<file path="src/rtl/bus_arb2_pkg.sv">
// Shared types for the two-master arbiter.
// Assumes exactly two masters: a data side and an instruction side.
package bus_arb2_pkg;
    typedef enum logic [1:0] {
        SEL_NONE = 2'd0,
        SEL_D    = 2'd1,
        SEL_I    = 2'd2
    } sel_e;
endpackage

</file>
<file path="src/rtl/arb2_pick.sv">
// Combinational winner selection between two valid requests.
// Larger priority wins. Equal priority with bit 0 set goes to the data side.
// Other ties follow the round-robin turn. Assumes valid already excludes aborts.
module arb2_pick
    import bus_arb2_pkg::*;
#(
    parameter int PRI_W = 2
) (
    input  logic             d_valid,
    input  logic             i_valid,
    input  logic [PRI_W-1:0] d_pri,
    input  logic [PRI_W-1:0] i_pri,
    input  logic             rr_i_turn,
    output sel_e             win,
    output logic             used_rr
);
    localparam int TIE_BIT = 0;

    // Choose the winner for this cycle.
    always_comb begin
        win     = SEL_NONE;
        used_rr = 1'b0;
        if (d_valid && !i_valid) begin
            win = SEL_D;
        end else if (i_valid && !d_valid) begin
            win = SEL_I;
        end else if (d_valid && i_valid) begin
            if (d_pri > i_pri) begin
                win = SEL_D;
            end else if (i_pri > d_pri) begin
                win = SEL_I;
            end else if (d_pri[TIE_BIT]) begin
                win = SEL_D;
            end else begin
                used_rr = 1'b1;
                win     = rr_i_turn ? SEL_I : SEL_D;
            end
        end
    end
endmodule

</file>
<file path="src/rtl/arb2_grant.sv">
// Grant register and round-robin turn.
// Decides only when idle, then holds until address acknowledge,
// abort or withdrawn request. Assumes g_req/g_abort are the granted master's lines.
module arb2_grant
    import bus_arb2_pkg::*;
(
    input  logic clk,
    input  logic rst_n,
    input  sel_e win,
    input  logic used_rr,
    input  logic any_valid,
    input  logic g_req,
    input  logic g_abort,
    input  logic addr_ack,
    output sel_e gnt_q,
    output logic rr_i_turn
);
    logic release_now;

    // Release condition for a held grant.
    always_comb begin
        release_now = addr_ack || !g_req || g_abort;
    end

    // Grant state: decide when idle, drop on release.
    always_ff @(posedge clk) begin
        if (!rst_n) begin
            gnt_q <= SEL_NONE;
        end else if (gnt_q == SEL_NONE) begin
            gnt_q <= win;
        end else if (release_now) begin
            gnt_q <= SEL_NONE;
        end
    end

    // Round-robin turn flips after each plain-tie decision.
    always_ff @(posedge clk) begin
        if (!rst_n) begin
            rr_i_turn <= 1'b0;
        end else if (gnt_q == SEL_NONE && used_rr) begin
            rr_i_turn <= (win == SEL_D);
        end
    end

    p_idle_stays_r2: assert property (@(posedge clk) disable iff (!rst_n)
        (gnt_q == SEL_NONE && !any_valid) |=> (gnt_q == SEL_NONE));

    p_grant_held_r6: assert property (@(posedge clk) disable iff (!rst_n)
        (gnt_q != SEL_NONE && g_req && !g_abort && !addr_ack) |=> $stable(gnt_q));

    p_release_gap_r6: assert property (@(posedge clk) disable iff (!rst_n)
        (gnt_q != SEL_NONE && addr_ack) |=> (gnt_q == SEL_NONE));
endmodule

</file>
<file path="src/rtl/arb2_rdtrack.sv">
// Tracks the one accepted transfer and routes read-data acknowledges.
// A cancelled acceptance sets a drop flag that absorbs acks until done.
// Assumes the slave completes a transfer before it reuses the read path.
module arb2_rdtrack
    import bus_arb2_pkg::*;
(
    input  logic clk,
    input  logic rst_n,
    input  sel_e gnt,
    input  logic accept,
    input  logic kill,
    input  logic rd_ack,
    input  logic rd_done,
    output logic d_rd_ack,
    output logic i_rd_ack
);
    logic busy_q;
    logic drop_q;
    sel_e own_q;

    // Transfer tracking: a new acceptance wins over completion.
    always_ff @(posedge clk) begin
        if (!rst_n) begin
            busy_q <= 1'b0;
            drop_q <= 1'b0;
            own_q  <= SEL_NONE;
        end else if (accept) begin
            busy_q <= 1'b1;
            drop_q <= kill;
            own_q  <= gnt;
        end else if (rd_done && busy_q) begin
            busy_q <= 1'b0;
            drop_q <= 1'b0;
        end
    end

    // Route read acks to the owner unless dropped.
    always_comb begin
        d_rd_ack = rd_ack && busy_q && !drop_q && (own_q == SEL_D);
        i_rd_ack = rd_ack && busy_q && !drop_q && (own_q == SEL_I);
    end

    p_kill_absorbs_r10: assert property (@(posedge clk) disable iff (!rst_n)
        kill |=> !(d_rd_ack || i_rd_ack));

    p_accept_forwards_r11: assert property (@(posedge clk) disable iff (!rst_n)
        (accept && !kill) |=> (!rd_ack || d_rd_ack || i_rd_ack));
endmodule

</file>
<file path="src/rtl/bus_arb2.sv">
// Top of the two-master priority arbiter.
// Qualifies requests with aborts, picks and holds a grant, routes the
// address acknowledge, and flags abort/acknowledge races to the slave.
module bus_arb2
    import bus_arb2_pkg::*;
#(
    parameter int PRI_W = 2
) (
    input  logic             clk,
    input  logic             rst_n,
    input  logic             d_req,
    input  logic [PRI_W-1:0] d_pri,
    input  logic             d_abort,
    input  logic             i_req,
    input  logic [PRI_W-1:0] i_pri,
    input  logic             i_abort,
    input  logic             s_addr_ack,
    input  logic             s_rd_ack,
    input  logic             s_rd_done,
    output logic             d_gnt,
    output logic             i_gnt,
    output logic             d_addr_ack,
    output logic             i_addr_ack,
    output logic             d_rd_ack,
    output logic             i_rd_ack,
    output logic             s_cancel
);
    logic d_valid, i_valid, used_rr, rr_i_turn;
    logic g_req, g_abort, accept;
    sel_e win, gnt;

    // Requests count only when not being aborted.
    always_comb begin
        d_valid = d_req && !d_abort;
        i_valid = i_req && !i_abort;
    end

    arb2_pick #(.PRI_W(PRI_W)) u_pick (
        .d_valid   (d_valid),
        .i_valid   (i_valid),
        .d_pri     (d_pri),
        .i_pri     (i_pri),
        .rr_i_turn (rr_i_turn),
        .win       (win),
        .used_rr   (used_rr)
    );

    // Lines of the master that holds the grant; abort counts only with request.
    always_comb begin
        g_req   = 1'b0;
        g_abort = 1'b0;
        if (gnt == SEL_D) begin
            g_req   = d_req;
            g_abort = d_req && d_abort;
        end else if (gnt == SEL_I) begin
            g_req   = i_req;
            g_abort = i_req && i_abort;
        end
    end

    arb2_grant u_grant (
        .clk       (clk),
        .rst_n     (rst_n),
        .win       (win),
        .used_rr   (used_rr),
        .any_valid (d_valid || i_valid),
        .g_req     (g_req),
        .g_abort   (g_abort),
        .addr_ack  (s_addr_ack),
        .gnt_q     (gnt),
        .rr_i_turn (rr_i_turn)
    );

    // Grant decode, acknowledge routing and race strobe.
    always_comb begin
        d_gnt      = (gnt == SEL_D);
        i_gnt      = (gnt == SEL_I);
        d_addr_ack = s_addr_ack && d_gnt;
        i_addr_ack = s_addr_ack && i_gnt;
        accept     = s_addr_ack && (gnt != SEL_NONE);
        s_cancel   = accept && g_abort;
    end

    arb2_rdtrack u_rd (
        .clk      (clk),
        .rst_n    (rst_n),
        .gnt      (gnt),
        .accept   (accept),
        .kill     (s_cancel),
        .rd_ack   (s_rd_ack),
        .rd_done  (s_rd_done),
        .d_rd_ack (d_rd_ack),
        .i_rd_ack (i_rd_ack)
    );

    p_cancel_needs_ack_r9: assert property (@(posedge clk) disable iff (!rst_n)
        s_cancel |-> (s_addr_ack && (d_gnt || i_gnt)));

    p_ack_routed_r7: assert property (@(posedge clk) disable iff (!rst_n)
        (s_addr_ack && !d_gnt && !i_gnt) |-> !(d_addr_ack || i_addr_ack));

    p_reset_clear_r1: assert property (@(posedge clk)
        !rst_n |=> !(d_gnt || i_gnt));
endmodule

</file>
<file path="config.mk">
export PLATFORM = sky130hd
export DESIGN_NAME = bus_arb2
export DESIGN_NICKNAME = d
export VERILOG_FILES = /design/src/rtl/bus_arb2_pkg.sv /design/src/rtl/arb2_pick.sv /design/src/rtl/arb2_grant.sv /design/src/rtl/arb2_rdtrack.sv /design/src/rtl/bus_arb2.sv
export SDC_FILE = /design/constraint.sdc
export NUM_CORES = 1
export LEC_CHECK = 0
export BUFFER_PORTS_ARGS = -buffer_cell sky130_fd_sc_hd__buf_2
export CELL_PAD_IN_SITES_DETAIL_PLACEMENT = 1
export CELL_PAD_IN_SITES_GLOBAL_PLACEMENT = 1
export CORE_UTILIZATION = 33
export CTS_BUF_LIST = sky130_fd_sc_hd__clkbuf_4 sky130_fd_sc_hd__clkbuf_8 sky130_fd_sc_hd__clkbuf_16
export DETAILED_ROUTE_END_ITERATION = 6
export PLACE_DENSITY = 0.88
export REMOVE_ABC_BUFFERS = 1
export SLEW_MARGIN = 5
export SYNTH_ARGS = -nofsm -noshare
export SYNTH_HDL_FRONTEND = slang
export SYNTH_SLANG_ARGS = --single-unit
</file>
<file path="constraint.sdc">
create_clock -name clk -period 3.3 [get_ports clk]
set_clock_uncertainty 0.15 [all_clocks]
set_input_delay 0.33 -clock clk [delete_from_list [all_inputs] [get_ports clk]]
set_output_delay 0.33 -clock clk [all_outputs]
set_load 0.02 [all_outputs]
</file>
==> results_dict.tcl, run 1 <==
set metrics [dict create \
    ys_seq_elements 7 \
    cts.sinks 7 \
    netlist_area_sq_um 437.9 \
    comb_power_share 0.171 \
    crit_type "register to output pin" \
    fin_nets 87 \
    drt_iter0_markers 3 \
    via_per_inst 5.129 \
    worst_pin_slew_ns 0.3137 \
    coreArea_sq_um 1171 \
    fmax_ghz 0.5440 \
    root_buffer "clkbuf_4" \
    std_cell_rows 12 \
    grt_start_max_net_pins 8 \
    synth.area.mux_share 0 \
    antenna_left 0 \
    hold_viol 0 \
    initial_utilization 0.3739 \
    post_cts_resized 0 \
    final_common_cell "buf_2" \
    place_congestion 0.7480 \
    syn_avg_cell_area_sq_um 9.123 \
    die_area_sq_um 1477 \
    synthXorXnorAreaFrac 0 \
    holdBufCountCts 0 \
    switchingPower_uw 52.47 \
    ioPinCount 20 \
    cp-end-kind "output pin" \
    fp.dieH_um 38.43 \
    mostFrequentLayoutCells "buf_2 (19), dfxtp_1 (7), nand2_1 (5)" \
    dp_hpwl_mm 1.029 \
    internal_power_uw 158.8 \
    power_density_nw_per_um2 363.9 \
    vias 436 \
    totalWireLength_mm 1.250 \
    portBuffers 19 \
    clk_path_buf_depth 2 \
    syn_inst 48 \
    cts_max_level 1 \
    required_ns 2.82 \
    p_leak_uw 0.0002702 \
    final_core_util 0.4957 \
    die_w_um 38.43 \
    synth_top_family_by_area "simple AND/OR/NAND/NOR gates" \
    synthToLayoutAreaGrowth_pct 32.57 \
    finalSetupViolCount 0 \
    hold_ws_ns 0.1951 \
    p_clk_frac 0.399 \
    min_period_over_period 0.5570 \
    relSlewSlack 0.7906 \
    grt_usage 0.1905 \
    maxCapViolations 0 \
    overflow 0 \
    synth_adder_area_share 0.05714 \
    swShare 0.2483 \
    drcViolationCount 0 \
    grt_pass1_vias 446 \
    slew_violations 0 \
    status "finished, final reports clean" \
    antenna_cells 0 \
    synth_seq_area_share 0.3200 \
    ys_warn_count 0 \
    cp_data_arrival_time_ns 1.36 \
    synth_cell_type_count 24 \
    critPathMaxFanout 7 \
    postCtsSetupBuffers 0 \
    setup_tns_ns 0 \
    rsz0062_at_grt "false" \
    path_clk_slew_ns 0.05 \
    seq_power_share 0.431 \
    min_period_ns 1.838 \
    grt_pass1_wl_mm 1.918 \
    cts-buffers-inserted 3 \
    peakVddDrop_mv 0.1987 \
    yosys.area_share.simple 0.4114 \
    tritoncts "done" \
    critPathLaunchType "register" \
    detail_route.wl_per_cell_um 14.71 \
    min-delay-path-class "input port to register" \
    antenna_found_initial 0 \
    drive_gt1_frac 0.3803 \
    synth-compound-area-share 0.1771 \
    firstDrtPassIters 4 \
    clock_latency_ns 0.24 \
]
-- layer usage --
layer / wire (um) / share of wire / vias to the layer above / track usage
met1: 557 / 0.45 / 200 / 0.2321
met5: 0 / 0 / - / 0
met4: 16 / 0.013 / 0 / 0.08621
met3: 61 / 0.049 / 2 / 0.05233
met2: 615 / 0.49 / 14 / 0.3093
li1: - / - / 220 / -
-- critical path: stages (launching register included) --
cell and delay [ns]:
dfxtp_1 0.50, nand4b_1 0.18, a21boi_1 0.24, buf_2 0.20
-- power groups by stage --
stage                     sequential [uW]  combinational, uW  clock [uW]
after floorplan                      91.5               19.8           0
after global placement               92.3               33.6           0
after detailed placement             92.7               35.7           0
after CTS                            90.9               36.1        88.6
after global routing                 91.2               39.5        96.0
final                                91.0               36.1        84.2
-- per-stage QoR --
| stage | power, uW | setup slack (ns) | cells | instance area, sq um |
|---|---|---|---|---|
| 2_1_floorplan | 111.3 | 1.831 | 48 | 437.9 |
| 3_3_place_gp | 125.9 | 1.716 | 81 | 550.5 |
| 3_5_place_dp | 128.5 | 1.668 | 81 | 550.5 |
| 4_1_cts | 215.7 | 1.432 | 85 | 580.6 |
| 5_1_grt | 226.7 | 1.384 | 85 | 580.6 |
| 6_report | 211.3 | 1.462 | 85 | 580.6 |
-- state kept, by name, summed over array words and instances (netlist names) --
signal and flops:
u_grant.gnt_q 2, u_rd.own_q 2, u_rd.drop_q 1, u_rd.busy_q 1, u_grant.rr_i_turn 1
-- logic make-up after synthesis --
family	count (synthesis)
adder cells (fa/ha/maj)	2
flip-flops	7
buffers and inverters	4
AO/OA/AOI/OAI	11
AND/OR/NAND/NOR	24
-- cell type report --
type,count,area (sq um)
clock buffer,4,30.03
fill,151,590.6
inverter,4,15.01
multi-input combinational,37,282.8
sequential,7,140.1
tap,14,17.52
timing repair buffer,19,95.09
-- synth_stat cells --
master	number	area, sq um
dfxtp_1	7	140.1
nand2_1	5	18.77
a21oi_1	4	20.02
inv_1	4	15.01
and2_1	2	12.51
and2b_2	2	17.52
ha_1	2	25.02
nand2b_1	2	12.51
nand4b_1	2	17.52
nor2b_1	2	12.51
nor3b_1	2	15.01
nor3b_4	2	37.54
a21boi_1	1	7.510
a311oi_1	1	8.760
a41oi_1	1	8.760
and3_1	1	6.260
and3b_1	1	8.760
and4_1	1	8.760
nand3_1	1	5.000
nand3b_1	1	7.510
o2111a_1	1	11.26
o21a_1	1	7.510
o21ai_0	1	5.000
o2bb2ai_1	1	8.760
-- final timing paths --
| kind | startpoint | endpoint | slack [ns] | depth (start not counted) |
|---|---|---|---|---|
| max | u_grant.gnt_q[1]$_SDFFE_PN0P_ | s_cancel | 1.46 | 3 |
| max reg2reg | u_grant.gnt_q[1]$_SDFFE_PN0P_ | u_grant.rr_i_turn$_SDFFE_PN0P_ | 1.98 | 3 |
| min reg2reg | u_rd.own_q[0]$_SDFFE_PN0P_ | u_rd.own_q[0]$_SDFFE_PN0P_ | 0.33 | 2 |
| min | rst_n | u_rd.drop_q$_SDFFE_PN0P_ | 0.20 | 2 |
Note: power is estimated with default switching activity, not from simulation.
==> inputs of run 2 (changes only) <==
CORE_UTILIZATION = 31   (was 33)
PLACE_DENSITY = 0.84   (was 0.88)
clock period = 1.77 ns   (was 3.3 ns; I/O delays follow)
==> results_dict.tcl, run 2 (same netlist as run 1, synthesis figures left out) <==
set metrics [dict create \
    via_per_inst 5.105 \
    final_area_sq_um 581.8 \
    clk_path_buf_depth 2 \
    dp_hpwl_um 857.9 \
    std_cell_rows 13 \
    drive_gt1_frac 0.3803 \
    tritoncts "done" \
    finalSetupViolCount 0 \
    critPathLaunchType "register" \
    relSlewSlack 0.8199 \
    cp_data_arrival_time_ns 1.28 \
    r2r_cells 3 \
    holdBufCountCts 0 \
    cts.sinks 7 \
    worst_pin_slew_ns 0.2698 \
    peakVddDrop_mv 0.2980 \
    place_congestion 0.7366 \
    fill_cells 173 \
    drcViolationCount 2 \
    hold_viol 0 \
    required_ns 1.44 \
    root_buffer "clkbuf_4" \
    initial_utilization 0.3365 \
    fp.dieH_um 39.59 \
    hp-start "rst_n" \
    critPathMaxFanout 7 \
    setup_tns_ns 0 \
    path_clk_slew_ns 0.06 \
    synthToLayoutAreaGrowth_pct 32.86 \
    grt_pass1_wl_mm 1.635 \
    clock_latency_ns 0.25 \
    portBuffers 19 \
    firstDrtPassIters 7 \
    grt_pass1_vias 412 \
    totalWireLength_mm 1.074 \
    vias 439 \
    grt_start_max_net_pins 8 \
    antenna_found_initial 0 \
    die_area_sq_um 1567 \
    power_density_nw_per_um2 686.4 \
    grt_usage 0.1663 \
    hold_end "u_rd.drop_q$_SDFFE_PN0P_" \
    final_core_util 0.4471 \
    slew_violations 0 \
    min_delay_path_depth 2 \
    place_area_sq_um 551.8 \
    p_leak_uw 0.0002702 \
    status "finished with violations" \
    r2r-end "u_grant.rr_i_turn$_SDFFE_PN0P_" \
    r2r_start "u_grant.gnt_q[0]$_SDFFE_PN0P_" \
    min_period_ns 1.606 \
    drt_iter0_markers 8 \
    antenna_left 0 \
    postCtsSetupBuffers 0 \
    fin_nets 87 \
    min-delay-path-class "input port to register" \
    violations "design-rule violations" \
    dp_slack_ns 0.3113 \
    maxCapViolations 0 \
    reg_top3 "u_grant.gnt_q (2), u_rd.own_q (2)" \
    crit_type "register to output pin" \
    post_cts_resized 0 \
    overflow 0 \
    cts-buffers-inserted 3 \
    hold_ws_ns 0.03036 \
    detail_route.wl_per_cell_um 12.49 \
    fmax_ghz 0.6226 \
    min_period_over_period 0.9074 \
    mostFrequentLayoutCells "buf_2 (19), dfxtp_1 (7), nand2_1 (5)" \
    setup_ws_ns 0.1638 \
    cts_max_level 1 \
    antenna_cells 0 \
    rsz0062_at_grt "false" \
    cp-end-kind "output pin" \
    final_common_cell "buf_2" \
    coreArea_sq_um 1301 \
    ioPinCount 20 \
    die_w_um 39.59 \
    worst-r2r-setup-slack_ns 0.47 \
]
==> run 2: cell counts in the layout (fill, tap and decap cells not counted) <==
Identical to the previous run, type by type.
==> run 2: through the flow <==
stage / instances / power, uW
global route: 86 / 417.1
detailed placement: 82 / 237.0
global placement: 82 / 234.6
finish: 86 / 399.4
CTS: 86 / 407.1
floorplan: 48 / 207.6
==> run 2: worst max path at each step <==
| stage | slack, ns | end | start |
|---|---|---|---|
| final | 0.16 | d_addr_ack | u_grant.gnt_q[1]$_SDFFE_PN0P_ |
| after CTS | 0.14 | d_addr_ack | u_grant.gnt_q[1]$_SDFFE_PN0P_ |
| after global placement | 0.33 | u_grant.gnt_q[1]$_SDFFE_PN0P_ | d_pri[0] |
| after floorplan | 0.45 | u_rd.drop_q$_SDFFE_PN0P_ | u_grant.gnt_q[0]$_SDFFE_PN0P_ |
| after global routing | 0.09 | s_cancel | u_grant.gnt_q[1]$_SDFFE_PN0P_ |
| after detailed placement | 0.31 | u_grant.gnt_q[1]$_SDFFE_PN0P_ | d_pri[0] |
==> run 2: power by group <==
group	internal (uW)	leakage [uW]	total [uW]	switching (uW)
Sequential	163	0.0000569	169	6.01
Clock	102	0.0000184	166	64.5
Combinational	31.7	0.000195	64.5	32.8
Total	296	0.000270	399	103
==> run 2: final cells by class <==
class                   instances  area (sq um)  area share
clock buffers                   4         30.03     0.05161
inverters                       4         15.01     0.02581
well taps                      15         18.77     0.03226
multi-input cells              37         282.8      0.4860
repair buffers                 19         95.09      0.1634
flip-flops and latches          7         140.1      0.2409
==> run 2: critical path, cell delays in order (launching register included) <==
cell     delay, ns
dfxtp_1       0.47
and2b_2       0.26
and2_1        0.15
buf_2         0.15
==> run 2: metal layers <==
metal	part of all wire	wire length, um	global-route usage	vias up
met1	0.43	464	0.1712	199
met5	0	0	0	-
met3	0.058	62	0.05114	0
li1	-	-	-	222
met2	0.51	547	0.2869	18
met4	0	0	0.1034	0
==> inputs of run 3 (changes only) <==
CORE_UTILIZATION = 30   (was 31)
PLACE_DENSITY = 0.82   (was 0.84)
==> results_dict.tcl, run 3 (same netlist as run 1, synthesis figures left out) <==
set metrics [dict create \
    min_period_ns 1.610 \
    antenna_cells 0 \
    die_w_um 40.21 \
    setup_ws_ns 0.1597 \
    status "finished, final reports clean" \
    hold_viol 0 \
    worst_pin_slew_ns 0.2599 \
    std_cell_rows 13 \
    dp_slack_ns 0.2997 \
    die_area_sq_um 1616 \
    synthToLayoutAreaGrowth_pct 32.86 \
    holdBufCountCts 0 \
    via_per_inst 5.174 \
    grt_pass1_vias 422 \
    min_delay_path_depth 2 \
    slowest_stage "dfxtp_1" \
    post_cts_resized 0 \
    worst-r2r-setup-slack_ns 0.49 \
    grt_usage 0.1583 \
    mostFrequentLayoutCells "buf_2 (19), dfxtp_1 (7), nand2_1 (5)" \
    slew_violations 0 \
    r2r_cells 3 \
    drt_iter0_markers 3 \
    reg_top3 "u_grant.gnt_q (2), u_rd.own_q (2)" \
    antenna_left 0 \
    totalWireLength_mm 1.033 \
    tritoncts "done" \
    rsz0062_at_grt "false" \
    finalPower_uw 395.4 \
    critical_path.cell_chain "nand4b_1 > a21boi_1 > buf_2" \
    critPathLaunchType "register" \
    critPathMaxFanout 7 \
    drive_gt1_frac 0.3803 \
    relSlewSlack 0.8265 \
    postCtsSetupBuffers 0 \
    vias 445 \
    overflow 0 \
    grt_pass1_wl_mm 1.662 \
    cts-buffers-inserted 3 \
    ioPinCount 20 \
    portBuffers 19 \
    clk_path_buf_depth 2 \
    detail_route.wl_per_cell_um 12.01 \
    cp_top_family "flip-flops" \
    clock_latency_ns 0.25 \
    dp_hpwl_um 858.2 \
    cts.sinks 7 \
    min-delay-path-class "input port to register" \
    cts_max_level 1 \
    final_area_sq_um 581.8 \
    r2r-end "u_grant.rr_i_turn$_SDFFE_PN0P_" \
    cp_data_arrival_time_ns 1.28 \
    firstDrtPassIters 2 \
    crit_type "register to output pin" \
    p_leak_uw 0.0002702 \
    root_buffer "clkbuf_4" \
    post-place-cells 82 \
    path_buf_inv 1 \
    fill_cells 171 \
    fin_nets 87 \
    initial_utilization 0.3283 \
    drcViolationCount 0 \
    grt_start_max_net_pins 8 \
    cp-end-kind "output pin" \
    hold_end "u_rd.drop_q$_SDFFE_PN0P_" \
    instances_no_fill 86 \
    max_stage_delay_ns 0.46 \
    power_density_nw_per_um2 679.6 \
    place_congestion 0.6931 \
    r2r_start "u_grant.gnt_q[1]$_SDFFE_PN0P_" \
    peakVddDrop_mv 0.2321 \
    antenna_found_initial 0 \
    min_period_over_period 0.9098 \
    required_ns 1.44 \
    setup_tns_ns 0 \
    fp.dieH_um 40.21 \
    maxCapViolations 0 \
    coreArea_sq_um 1334 \
    path_clk_slew_ns 0.06 \
    final_common_cell "buf_2" \
    fmax_ghz 0.6210 \
    finalSetupViolCount 0 \
    hp-start "rst_n" \
    place_area_sq_um 551.8 \
]
-- run 3: cell counts in the layout (fill, tap and decap cells not counted) --
Identical to the previous run, type by type.
-- run 3: final cells by class --
cell class                 count  area (sq um)  area share
clock buffer                   4         30.03     0.05161
inverter                       4         15.01     0.02581
multi-input combinational     37         282.8      0.4860
sequential                     7         140.1      0.2409
tap                           15         18.77     0.03226
timing repair buffer          19         95.09      0.1634
-- run 3: where the power goes --
part           internal [uW]  switching, uW
Sequential               163           6.00
Combinational           31.8           32.6
Clock                    101           60.8
-- run 3: worst max path at each step --
stage                                              from                       endpoint  slack (ns)  cells after the start
after floorplan           u_grant.gnt_q[0]$_SDFFE_PN0P_       u_rd.drop_q$_SDFFE_PN0P_        0.45                      3
after global placement                         d_pri[0]  u_grant.gnt_q[1]$_SDFFE_PN0P_        0.33                      6
after detailed placement                       d_pri[0]  u_grant.gnt_q[1]$_SDFFE_PN0P_        0.30                      6
after CTS                 u_grant.gnt_q[1]$_SDFFE_PN0P_                       s_cancel        0.13                      3
after global routing      u_grant.gnt_q[1]$_SDFFE_PN0P_                       s_cancel       0.006                      3
final                     u_grant.gnt_q[1]$_SDFFE_PN0P_                       s_cancel        0.16                      3
-- run 3: routing by layer --
| metal | GRT usage | vias up | wire length (um) |
|---|---|---|---|
| met5 | 0 | - | 0 |
| met4 | 0.1000 | 0 | 19 |
| met3 | 0.03333 | 2 | 77 |
| met2 | 0.2903 | 17 | 514 |
| met1 | 0.1600 | 207 | 421 |
| li1 | - | 219 | - |
-- run 3: per-stage QoR --
step / utilization / hold WS, ns
after global routing: 0.4362 / 0.04094
after CTS: 0.4362 / 0.02567
after global placement: 0.4137 / 0.2901
after floorplan: - / 0.1445
after detailed placement: 0.4137 / 0.2882
final: 0.4362 / 0.03366
